`src/rtl/sreg_pkg.sv`:
```
package sreg_pkg;
    localparam logic [3:0] START_PAT = 4'b1100;

    typedef enum logic [2:0] {
        ST_HUNT,
        ST_HEADER,
        ST_GAP,
        ST_DATA,
        ST_TAIL
    } frame_state_t;

    typedef enum logic [1:0] {
        OP_DEV_WR = 2'b00,
        OP_ALL_WR = 2'b01,
        OP_DEV_RD = 2'b10,
        OP_ALL_RD = 2'b11
    } op_t;

    typedef enum logic [1:0] {
        OUT_QUIET,
        OUT_DRIVE,
        OUT_PASS
    } out_mode_t;
endpackage

```
`src/rtl/sreg_frame_fsm.sv`:
```
module sreg_frame_fsm
    import sreg_pkg::*;
#(
    parameter int ID_W   = 6,
    parameter int ADDR_W = 8,
    parameter int DATA_W = 8
) (
    input  logic                 clk,
    input  logic                 rst_n,
    input  logic                 cmd_in,
    output frame_state_t         state_o,
    output op_t                  op_o,
    output logic [7:0]           idbyte_o,
    output logic [ADDR_W-1:0]    addr_o,
    output logic [DATA_W-1:0]    data_o,
    output logic                 commit_o
);
    localparam int IDB_W = 8;
    localparam int HDR_W = 2 + IDB_W + ADDR_W;
    localparam int CNT_W = $clog2(HDR_W);

    frame_state_t        state, state_nx;
    logic [2:0]          hist;
    logic [HDR_W-1:0]    hdr;
    logic [DATA_W-1:0]   dat;
    logic [CNT_W-1:0]    cnt;

    // Next-state logic
    always_comb begin
        state_nx = state;
        unique case (state)
            ST_HUNT:   if ({hist, cmd_in} == START_PAT) state_nx = ST_HEADER;
            ST_HEADER: if (cnt == CNT_W'(HDR_W - 1)) state_nx = ST_GAP;
            ST_GAP:    state_nx = ST_DATA;
            ST_DATA:   if (cnt == CNT_W'(DATA_W - 1)) state_nx = ST_TAIL;
            ST_TAIL:   state_nx = ST_HUNT;
            default:   state_nx = ST_HUNT;
        endcase
    end

    // State register
    always_ff @(posedge clk or negedge rst_n) begin
        if (!rst_n) state <= ST_HUNT;
        else        state <= state_nx;
    end

    // Field capture and bit counting
    always_ff @(posedge clk or negedge rst_n) begin
        if (!rst_n) begin
            hist <= '0;
            hdr  <= '0;
            dat  <= '0;
            cnt  <= '0;
        end else begin
            unique case (state)
                ST_HUNT: begin
                    hist <= {hist[1:0], cmd_in};
                    cnt  <= '0;
                end
                ST_HEADER: begin
                    hist <= '0;
                    hdr  <= {hdr[HDR_W-2:0], cmd_in};
                    cnt  <= (cnt == CNT_W'(HDR_W - 1)) ? '0 : cnt + 1'b1;
                end
                ST_GAP: begin
                    hist <= '0;
                    cnt  <= '0;
                end
                ST_DATA: begin
                    hist <= '0;
                    dat  <= {dat[DATA_W-2:0], cmd_in};
                    cnt  <= cnt + 1'b1;
                end
                ST_TAIL: begin
                    hist <= '0;
                    cnt  <= '0;
                end
                default: begin
                    hist <= '0;
                    cnt  <= '0;
                end
            endcase
        end
    end

    // Outputs
    always_comb begin
        state_o  = state;
        op_o     = op_t'(hdr[HDR_W-1 -: 2]);
        idbyte_o = hdr[ADDR_W +: IDB_W];
        addr_o   = hdr[ADDR_W-1:0];
        data_o   = dat;
        commit_o = (state == ST_TAIL) && !cmd_in;
    end
endmodule

```
`src/rtl/sreg_bank.sv`:
```
module sreg_bank #(
    parameter int DATA_W   = 8,
    parameter int ADDR_W   = 8,
    parameter int ID_W     = 6,
    parameter int NUM_REGS = 8,
    parameter int ID_ADDR  = 0
) (
    input  logic              clk,
    input  logic              rst_n,
    input  logic              we,
    input  logic [ADDR_W-1:0] waddr,
    input  logic [DATA_W-1:0] wdata,
    input  logic [ADDR_W-1:0] raddr,
    output logic [DATA_W-1:0] rdata,
    output logic [ID_W-1:0]   dev_id
);
    logic [NUM_REGS*DATA_W-1:0] flat;

    for (genvar g = 0; g < NUM_REGS; g++) begin : g_reg
        logic [DATA_W-1:0] q;
        logic              hit;
        assign hit = we && (waddr == ADDR_W'(g));
        if (g == ID_ADDR) begin : g_id
            always_ff @(posedge clk or negedge rst_n) begin
                if (!rst_n)   q <= '0;
                else if (hit) q <= wdata;
            end
        end else begin : g_cfg
            always_ff @(posedge clk) begin
                if (hit) q <= wdata;
            end
        end
        assign flat[g*DATA_W +: DATA_W] = q;
    end

    always_comb begin
        rdata = '0;
        for (int i = 0; i < NUM_REGS; i++) begin
            if (raddr == ADDR_W'(i)) rdata = flat[i*DATA_W +: DATA_W];
        end
    end

    assign dev_id = flat[ID_ADDR*DATA_W +: ID_W];
endmodule

```
`src/rtl/sreg_out_unit.sv`:
```
module sreg_out_unit
    import sreg_pkg::*;
#(
    parameter int DATA_W = 8
) (
    input  logic              clk,
    input  logic              rst_n,
    input  frame_state_t      state_i,
    input  op_t               op_i,
    input  logic              match_i,
    input  logic [DATA_W-1:0] rdata_i,
    input  logic              ser_in,
    output logic              ser_out,
    output out_mode_t         mode_o
);
    out_mode_t         mode, mode_pick;
    logic [DATA_W-1:0] shreg;

    always_comb begin
        unique case (op_i)
            OP_DEV_RD: mode_pick = match_i ? OUT_DRIVE : OUT_PASS;
            OP_ALL_RD: mode_pick = OUT_DRIVE;
            default:   mode_pick = OUT_QUIET;
        endcase
    end

    // The gap cycle loads the register and picks the output mode
    always_ff @(posedge clk or negedge rst_n) begin
        if (!rst_n) begin
            mode  <= OUT_QUIET;
            shreg <= '0;
        end else begin
            unique case (state_i)
                ST_GAP: begin
                    mode  <= mode_pick;
                    shreg <= rdata_i;
                end
                ST_DATA: shreg <= {shreg[DATA_W-2:0], 1'b0};
                default: mode  <= OUT_QUIET;
            endcase
        end
    end

    always_comb begin
        ser_out = 1'b0;
        if (state_i == ST_DATA) begin
            unique case (mode)
                OUT_DRIVE: ser_out = shreg[DATA_W-1];
                OUT_PASS:  ser_out = ser_in;
                default:   ser_out = 1'b0;
            endcase
        end
        mode_o = mode;
    end
endmodule

```
`src/rtl/sreg_target.sv`:
```
module sreg_target
    import sreg_pkg::*;
#(
    parameter int ID_W     = 6,
    parameter int ADDR_W   = 8,
    parameter int DATA_W   = 8,
    parameter int NUM_REGS = 8,
    parameter int ID_ADDR  = 0
) (
    input  logic sclk,
    input  logic rst_n,
    input  logic cmd_in,
    input  logic ser_in,
    output logic ser_out
);
    localparam int PAD_W = 8 - ID_W;

    frame_state_t       fsm_state;
    op_t                frame_op;
    logic [7:0]         frame_idb;
    logic [ADDR_W-1:0]  frame_addr;
    logic [DATA_W-1:0]  frame_data;
    logic               frame_commit;
    logic [DATA_W-1:0]  bank_rdata;
    logic [ID_W-1:0]    dev_id;
    logic               id_match;
    logic               bank_we;
    out_mode_t          out_mode;

    sreg_frame_fsm #(.ID_W(ID_W), .ADDR_W(ADDR_W), .DATA_W(DATA_W)) u_fsm (
        .clk(sclk), .rst_n(rst_n), .cmd_in(cmd_in),
        .state_o(fsm_state), .op_o(frame_op), .idbyte_o(frame_idb),
        .addr_o(frame_addr), .data_o(frame_data), .commit_o(frame_commit)
    );

    assign id_match = (frame_idb == {{PAD_W{1'b0}}, dev_id});
    assign bank_we  = frame_commit &&
                      (((frame_op == OP_DEV_WR) && id_match) || (frame_op == OP_ALL_WR));

    sreg_bank #(.DATA_W(DATA_W), .ADDR_W(ADDR_W), .ID_W(ID_W),
                .NUM_REGS(NUM_REGS), .ID_ADDR(ID_ADDR)) u_bank (
        .clk(sclk), .rst_n(rst_n), .we(bank_we), .waddr(frame_addr),
        .wdata(frame_data), .raddr(frame_addr), .rdata(bank_rdata), .dev_id(dev_id)
    );

    sreg_out_unit #(.DATA_W(DATA_W)) u_out (
        .clk(sclk), .rst_n(rst_n), .state_i(fsm_state), .op_i(frame_op),
        .match_i(id_match), .rdata_i(bank_rdata), .ser_in(ser_in),
        .ser_out(ser_out), .mode_o(out_mode)
    );
endmodule

```
`config.mk`:
```
export PLATFORM = sky130hd
export DESIGN_NAME = sreg_target
export DESIGN_NICKNAME = d
export VERILOG_FILES = /design/src/rtl/sreg_pkg.sv /design/src/rtl/sreg_frame_fsm.sv /design/src/rtl/sreg_bank.sv /design/src/rtl/sreg_out_unit.sv /design/src/rtl/sreg_target.sv
export SDC_FILE = /design/constraint.sdc
export NUM_CORES = 1
export LEC_CHECK = 0
export BUFFER_PORTS_ARGS = -buffer_cell sky130_fd_sc_hd__buf_2
export CORE_MARGIN = 2
export CORE_UTILIZATION = 65
export DETAILED_ROUTE_END_ITERATION = 6
export GPL_TIMING_DRIVEN = 0
export PLACE_DENSITY = 0.82
export SYNTH_ARGS = -nofsm -noshare
export SYNTH_HDL_FRONTEND = slang
export SYNTH_SLANG_ARGS = --single-unit
```
`constraint.sdc`:
```
create_clock -name sclk -period 6.7 [get_ports sclk]
set_input_delay 0.67 -clock sclk [delete_from_list [all_inputs] [get_ports sclk]]
set_output_delay 0.67 -clock sclk [all_outputs]
set_load 0.02 [all_outputs]
```
* Word level (Yosys, flattened, before mapping)
Cells that the tools add are included.
** Word-level totals
- Register bits after elaboration :: 111
- Input bits :: 4
- Output and inout bits :: 1
- Word-level logic and storage cells :: 78
** Cells by class
- $add $sub $neg :: 1
- Equal/unequal tests :: 23
- Muxes and demuxes :: 21
- Reduce and logical (&&, ||, !) cells :: 18
** Operators with widths (count)
- $mux W8 :: 8
- $eq A8 B3 Y1 const B :: 4
- $eq A8 B2 Y1 const B :: 2
- $pmux W8 S2 :: 1
- $mux W3 :: 4
- $pmux W3 S4 :: 1
- $logic_and A1 B1 Y1 :: 11
- $pmux W5 S2 :: 1
- $eq A8 B1 Y1 const B :: 1
- $eq A8 B6 Y1 :: 1
- $logic_not A8 Y1 :: 1
- $pmux W2 S2 :: 2
- $eq A2 B2 Y1 const B :: 3
- $eq A3 B2 Y1 const B :: 2
- $ne A2 B1 Y1 const B :: 3
- $add A5 B1 Y5 const B :: 1
- $eq A5 B3 Y1 const B :: 1
- $eq A5 B5 Y1 const B :: 1
- $mux W5 :: 1
- $eq A2 B1 Y1 const B :: 2
- $eq A4 B4 Y1 const B :: 1
- $eq A3 B1 Y1 const B :: 1
- $eq A3 B3 Y1 const B :: 1
- $logic_not A3 Y1 :: 1
- other kinds (8) :: 8

* Longest topological paths before layout
- Depth after elaboration :: 10
- Depth in mapped cells :: 7
- Gate-level depth less buffers :: 6

* Modules after synthesis
Synthesis repeated with hierarchy kept, for this count alone.
** Unflattened totals
- Cells, all modules :: 300
- Area total of the unflattened synthesis :: 4906.0 µm²
** Modules (own cells, without submodules)
- sreg_bank :: times used 1, cells each 136, area an instance 2666.3 µm², sequential area each 1881.8 µm²
- sreg_frame_fsm :: times used 1, cells each 99, area an instance 1520.2 µm², sequential area each 925.9 µm²
- sreg_out_unit :: times used 1, cells each 51, area an instance 613.1 µm², sequential area each 250.2 µm²
- sreg_target :: times used 1, cells each 14, area an instance 106.4 µm², sequential area each 0.0 µm²

* Worst setup path before layout
Ideal clock, no wire load.
- Path type :: flip-flop to flip-flop
- Start point :: reg u_fsm.hdr[5]
- End point :: reg u_bank.g_reg[4].q[0] (enable)
- Arrival :: 2001 ps
- Data required time :: 6317 ps
- Setup slack :: 4315 ps
- Stages on the path, launching flop included :: 5
- Path buffers :: 0
- Clock period less this slack :: 2385 ps
- Cell sequence :: dfrtp_1 -> or4_4 -> nor3_2 -> nand4_1 -> nor3_1
** Between the ends
- Cells in the longest elaborated chain, start to end :: 2
** Ends and longest elaborated chain
- from (decl) :: RTL line sreg_frame_fsm.sv:24 : logic [HDR_W-1:0] hdr;
- from (signal assigned) :: RTL line sreg_frame_fsm.sv:62 : hdr <= {hdr[HDR_W-2:0], cmd_in};
- $eq A8 B3 Y1 :: RTL line sreg_bank.sv:22 : assign hit = we && (waddr == ADDR_W'(g));
- $logic_and A1 B1 Y1 :: RTL line sreg_bank.sv:22
- via u_bank.g_reg[4].hit :: RTL line sreg_bank.sv:21 : logic hit;
- to (signal assigned) :: RTL line sreg_bank.sv:30 : if (hit) q <= wdata;
- to (decl) :: RTL line sreg_bank.sv:20 : logic [DATA_W-1:0] q;
The timed path passes the listed nets, and every way through them passes these cells.
A chain may end at the register's enable or synchronous reset.

* Worst setup path after layout
- Start point :: reg u_fsm.hdr[5]
- End point :: reg u_bank.g_reg[4].q[6] (enable)
Same word-level chain as after synthesis.

==> results.md <==
* Outcome: finished clean
* Worst r2r path cells at 4
* Starting Density at 0.6792
* Async set or reset register ratio after synthesis at 0.4955
* Final setup viols at 0
* Simple-gate share of the synthesized area at 0.09118
* CTS root buf: clkbuf_8
* Fillers at 444
* Mapped Nets at 334
* Min-Delay Startpoint: u_fsm.hist[1]
* H-tree depth at 3
* Most frequent cell after synthesis: edfxtp_1
* Initial DRC Count at 222
* Worst slew margin at 0.1137
* Ant diodes at 0
* Post-synth EDFFs at 56
* Syn_area_per_cell at 14.31 um2
* Peak VDD IR at 0.0001839 V
* Worst stage delay on the critical path at 1.09 ns
* Latest clock arrival within the worst-skew pair at 0.37 ns
* Synth area leader: edfxtp_1
* Largest family of logic cells by synthesized area: multiplexers
* Mux cell area share after synthesis at 0.1405
* Number of global-route vias before repair at 2597
* Power Density at 408.6 mW/mm2
* Post-CTS sizing at 0
* Final core occ at 0.7251
* Worst setup SP type: flop
* Die width at 88.73 um
* GRT Util Overall at 0.2462
* Num CTS Buffers at 9
* Library cells used by synthesis at 44
* Die area at 0.007872 mm2
* Worst path top cell family by delay: simple AND/OR/NAND/NOR gates
* Worst r2r dst: u_bank.g_reg[4].q[6]
* Layout area overhead at 6.758%
* Slowest cell on crit path: nor3_1
* Gpl congestion at 0.8718
* DIE HEIGHT at 88.73 um
* CP required at 6.68 ns
* Synth top area share at 0.3604
* Drt drc at 0
* Remaining antenna violation count at 0
* CTS clk-pin slew, worst paths at 0.10 ns
* Fin area at 0.004981 mm2
* Warning count from the yosys run at 0
* Cells after synthesis at 326
* Avg WL per Cell at 19.90 um
* Post-Synthesis Cell Area at 0.004666 mm2
* R2R Setup Slk at 3.54 ns
* Pin count of the biggest net entering global routing at 56
* Final net count at 349
* Layout cells sized above 1 at 0.2197
* Synth area leaders: edfxtp_1, dfrtp_1, mux2_2
* Fin Setup TNS at 0 ns
* Vias at 2761
* Register bit total from synthesis at 111
* Post-synthesis adder-cell area fraction at 0.01073
* DR pass1 iterations at 5
* Hold_buf cts at 0
* Compound-cell area share of the yosys netlist at 0.06329
* Tmin final at 3.158 ns
* CTS tree: done
* Seq/Total Area, Yosys at 0.6554
* Final period utilization at 0.4713
* Worst Hold Class: reg2reg
* Num Clock Sinks at 111
* Max Fclk at 316.7 MHz
* Initial antenna violation count at 0
* Count of final hold-check violations at 0
* Final count of pins violating max slew at 0
* Setup crit end kind: flop
* Critical path peak fanout at 8
* Post-CTS setup buffer count at 0
* Worst path bufs/invs at 0
* First-pass GRT wire length at 13820 um
* I/O pins at 5
* Post-DP HPWL at 6085 um
* WP data arrival at 3.14 ns
* WS Path Type: reg2reg
* Port buffer count at 4
* Max Clock Skew at 0.009224 ns
* Leak at 1.938 nW
* Max Cap Viol at 0
* Longest Clk Path Bufs at 2
* Site row count at 30
* Ys flop type: edfxtp_1
* Placed cell area at 0.004806 mm2
* Core area at 0.006869 mm2
* RSZ-0062 raised after global routing: no
* Crit-path cells: or4_4 > nor3_2 > nand4_1 > nor3_1
* Reg2reg start: u_fsm.hdr[5]
* Drt via density at 6.247
* Min-Delay Path Depth at 1
* Hold EP: u_fsm.hist[2]
* Final wirelength at 8797 um
* Top post-synthesis cells by count: edfxtp_1, dfrtp_1, mux2_2
* Post-synthesis xor/xnor area fraction at 0.01689
* Total gr overflow at 0
* Worst slew pin tran at 1.319 ns
==> metrics by stage <==
step / std cells / hold slack, ns / power [mW] / setup slack [ns]
global route: 442 / 0.5259 / 2.141 / 3.397
CTS: 442 / 0.5081 / 2.041 / 3.572
global placement: 426 / 0.4621 / 1.659 / 3.684
floorplan: 326 / 0.3744 / 1.482 / 4.315
finish: 442 / 0.5078 / 2.035 / 3.542
detailed placement: 426 / 0.4812 / 1.691 / 3.603
==> worst register-to-register path, stage by stage, from the launching register on <==
cell and delay, ns:
dfrtp_1 0.41, or4_4 0.56, nor3_2 0.39, nand4_1 0.33, nor3_1 1.09
==> power breakdown <==
part	switching (mW)	internal (mW)	total, mW
clock	0.212	0.145	0.357
combinational	0.348	0.293	0.642
sequential	0.155	0.882	1.04
==> cell families after synthesis <==
logic type	count (synthesis)
compound gates	45
xor+xnor	9
flops	111
fa+ha+maj	4
mux	50
buf+inv	24
simple gates	83
==> registers in the layout (all words and copies together) (netlist names) <==
register,flops
u_fsm.hdr,18
u_out.shreg,8
u_fsm.hist,3
u_fsm.data_o,8
u_fsm.cnt,5
u_bank.g.q,64
u_fsm.state_o,3
u_out.mode_o,2
==> layer usage <==
| layer | global-route usage | routed length (um) |
|---|---|---|
| met1 | 0.3381 | 3640 |
| met2 | 0.3833 | 4399 |
| met3 | 0.06437 | 501 |
| met4 | 0.09229 | 256 |
| met5 | 0 | 0 |
==> placed cells by master, fill, tap and decap left out, types with 9 or more instances in the layout <==
cell type,instances
dfrtp_1,55
clkbuf_8,10
nand2_1,23
clkbuf_1,11
edfxtp_1,56
nor2_1,13
and3_1,9
o21ai_0,11
mux2_2,32
==> worst max-delay path by stage <==
stage                  from                   end  slack, ns  cells past startpoint
2_1_floorplan  u_fsm.hdr[5]  u_bank.g_reg[4].q[0]       4.32                      4
3_3_place_gp   u_fsm.hdr[5]  u_bank.g_reg[4].q[2]       3.68                      4
3_5_place_dp   u_fsm.hdr[5]  u_bank.g_reg[4].q[7]       3.60                      4
4_1_cts        u_fsm.hdr[5]  u_bank.g_reg[4].q[6]       3.57                      4
5_1_grt        u_fsm.hdr[5]  u_bank.g_reg[4].q[6]       3.40                      4
6_report       u_fsm.hdr[5]  u_bank.g_reg[4].q[6]       3.54                      4
==> layout make-up <==
type / instances / area, um2 / share of cell area
clock buffer: 11 / 141.4 / 0.02838
buffer: 16 / 72.57 / 0.01457
inverter: 8 / 30.03 / 0.006029
tap: 96 / 120.1 / 0.02411
timing repair buffer: 4 / 20.02 / 0.004019
multi-input combinational: 191 / 1505 / 0.3022
clock inverter: 5 / 33.78 / 0.006782
sequential: 111 / 3058 / 0.6139
(Power assumes the default switching activity.)
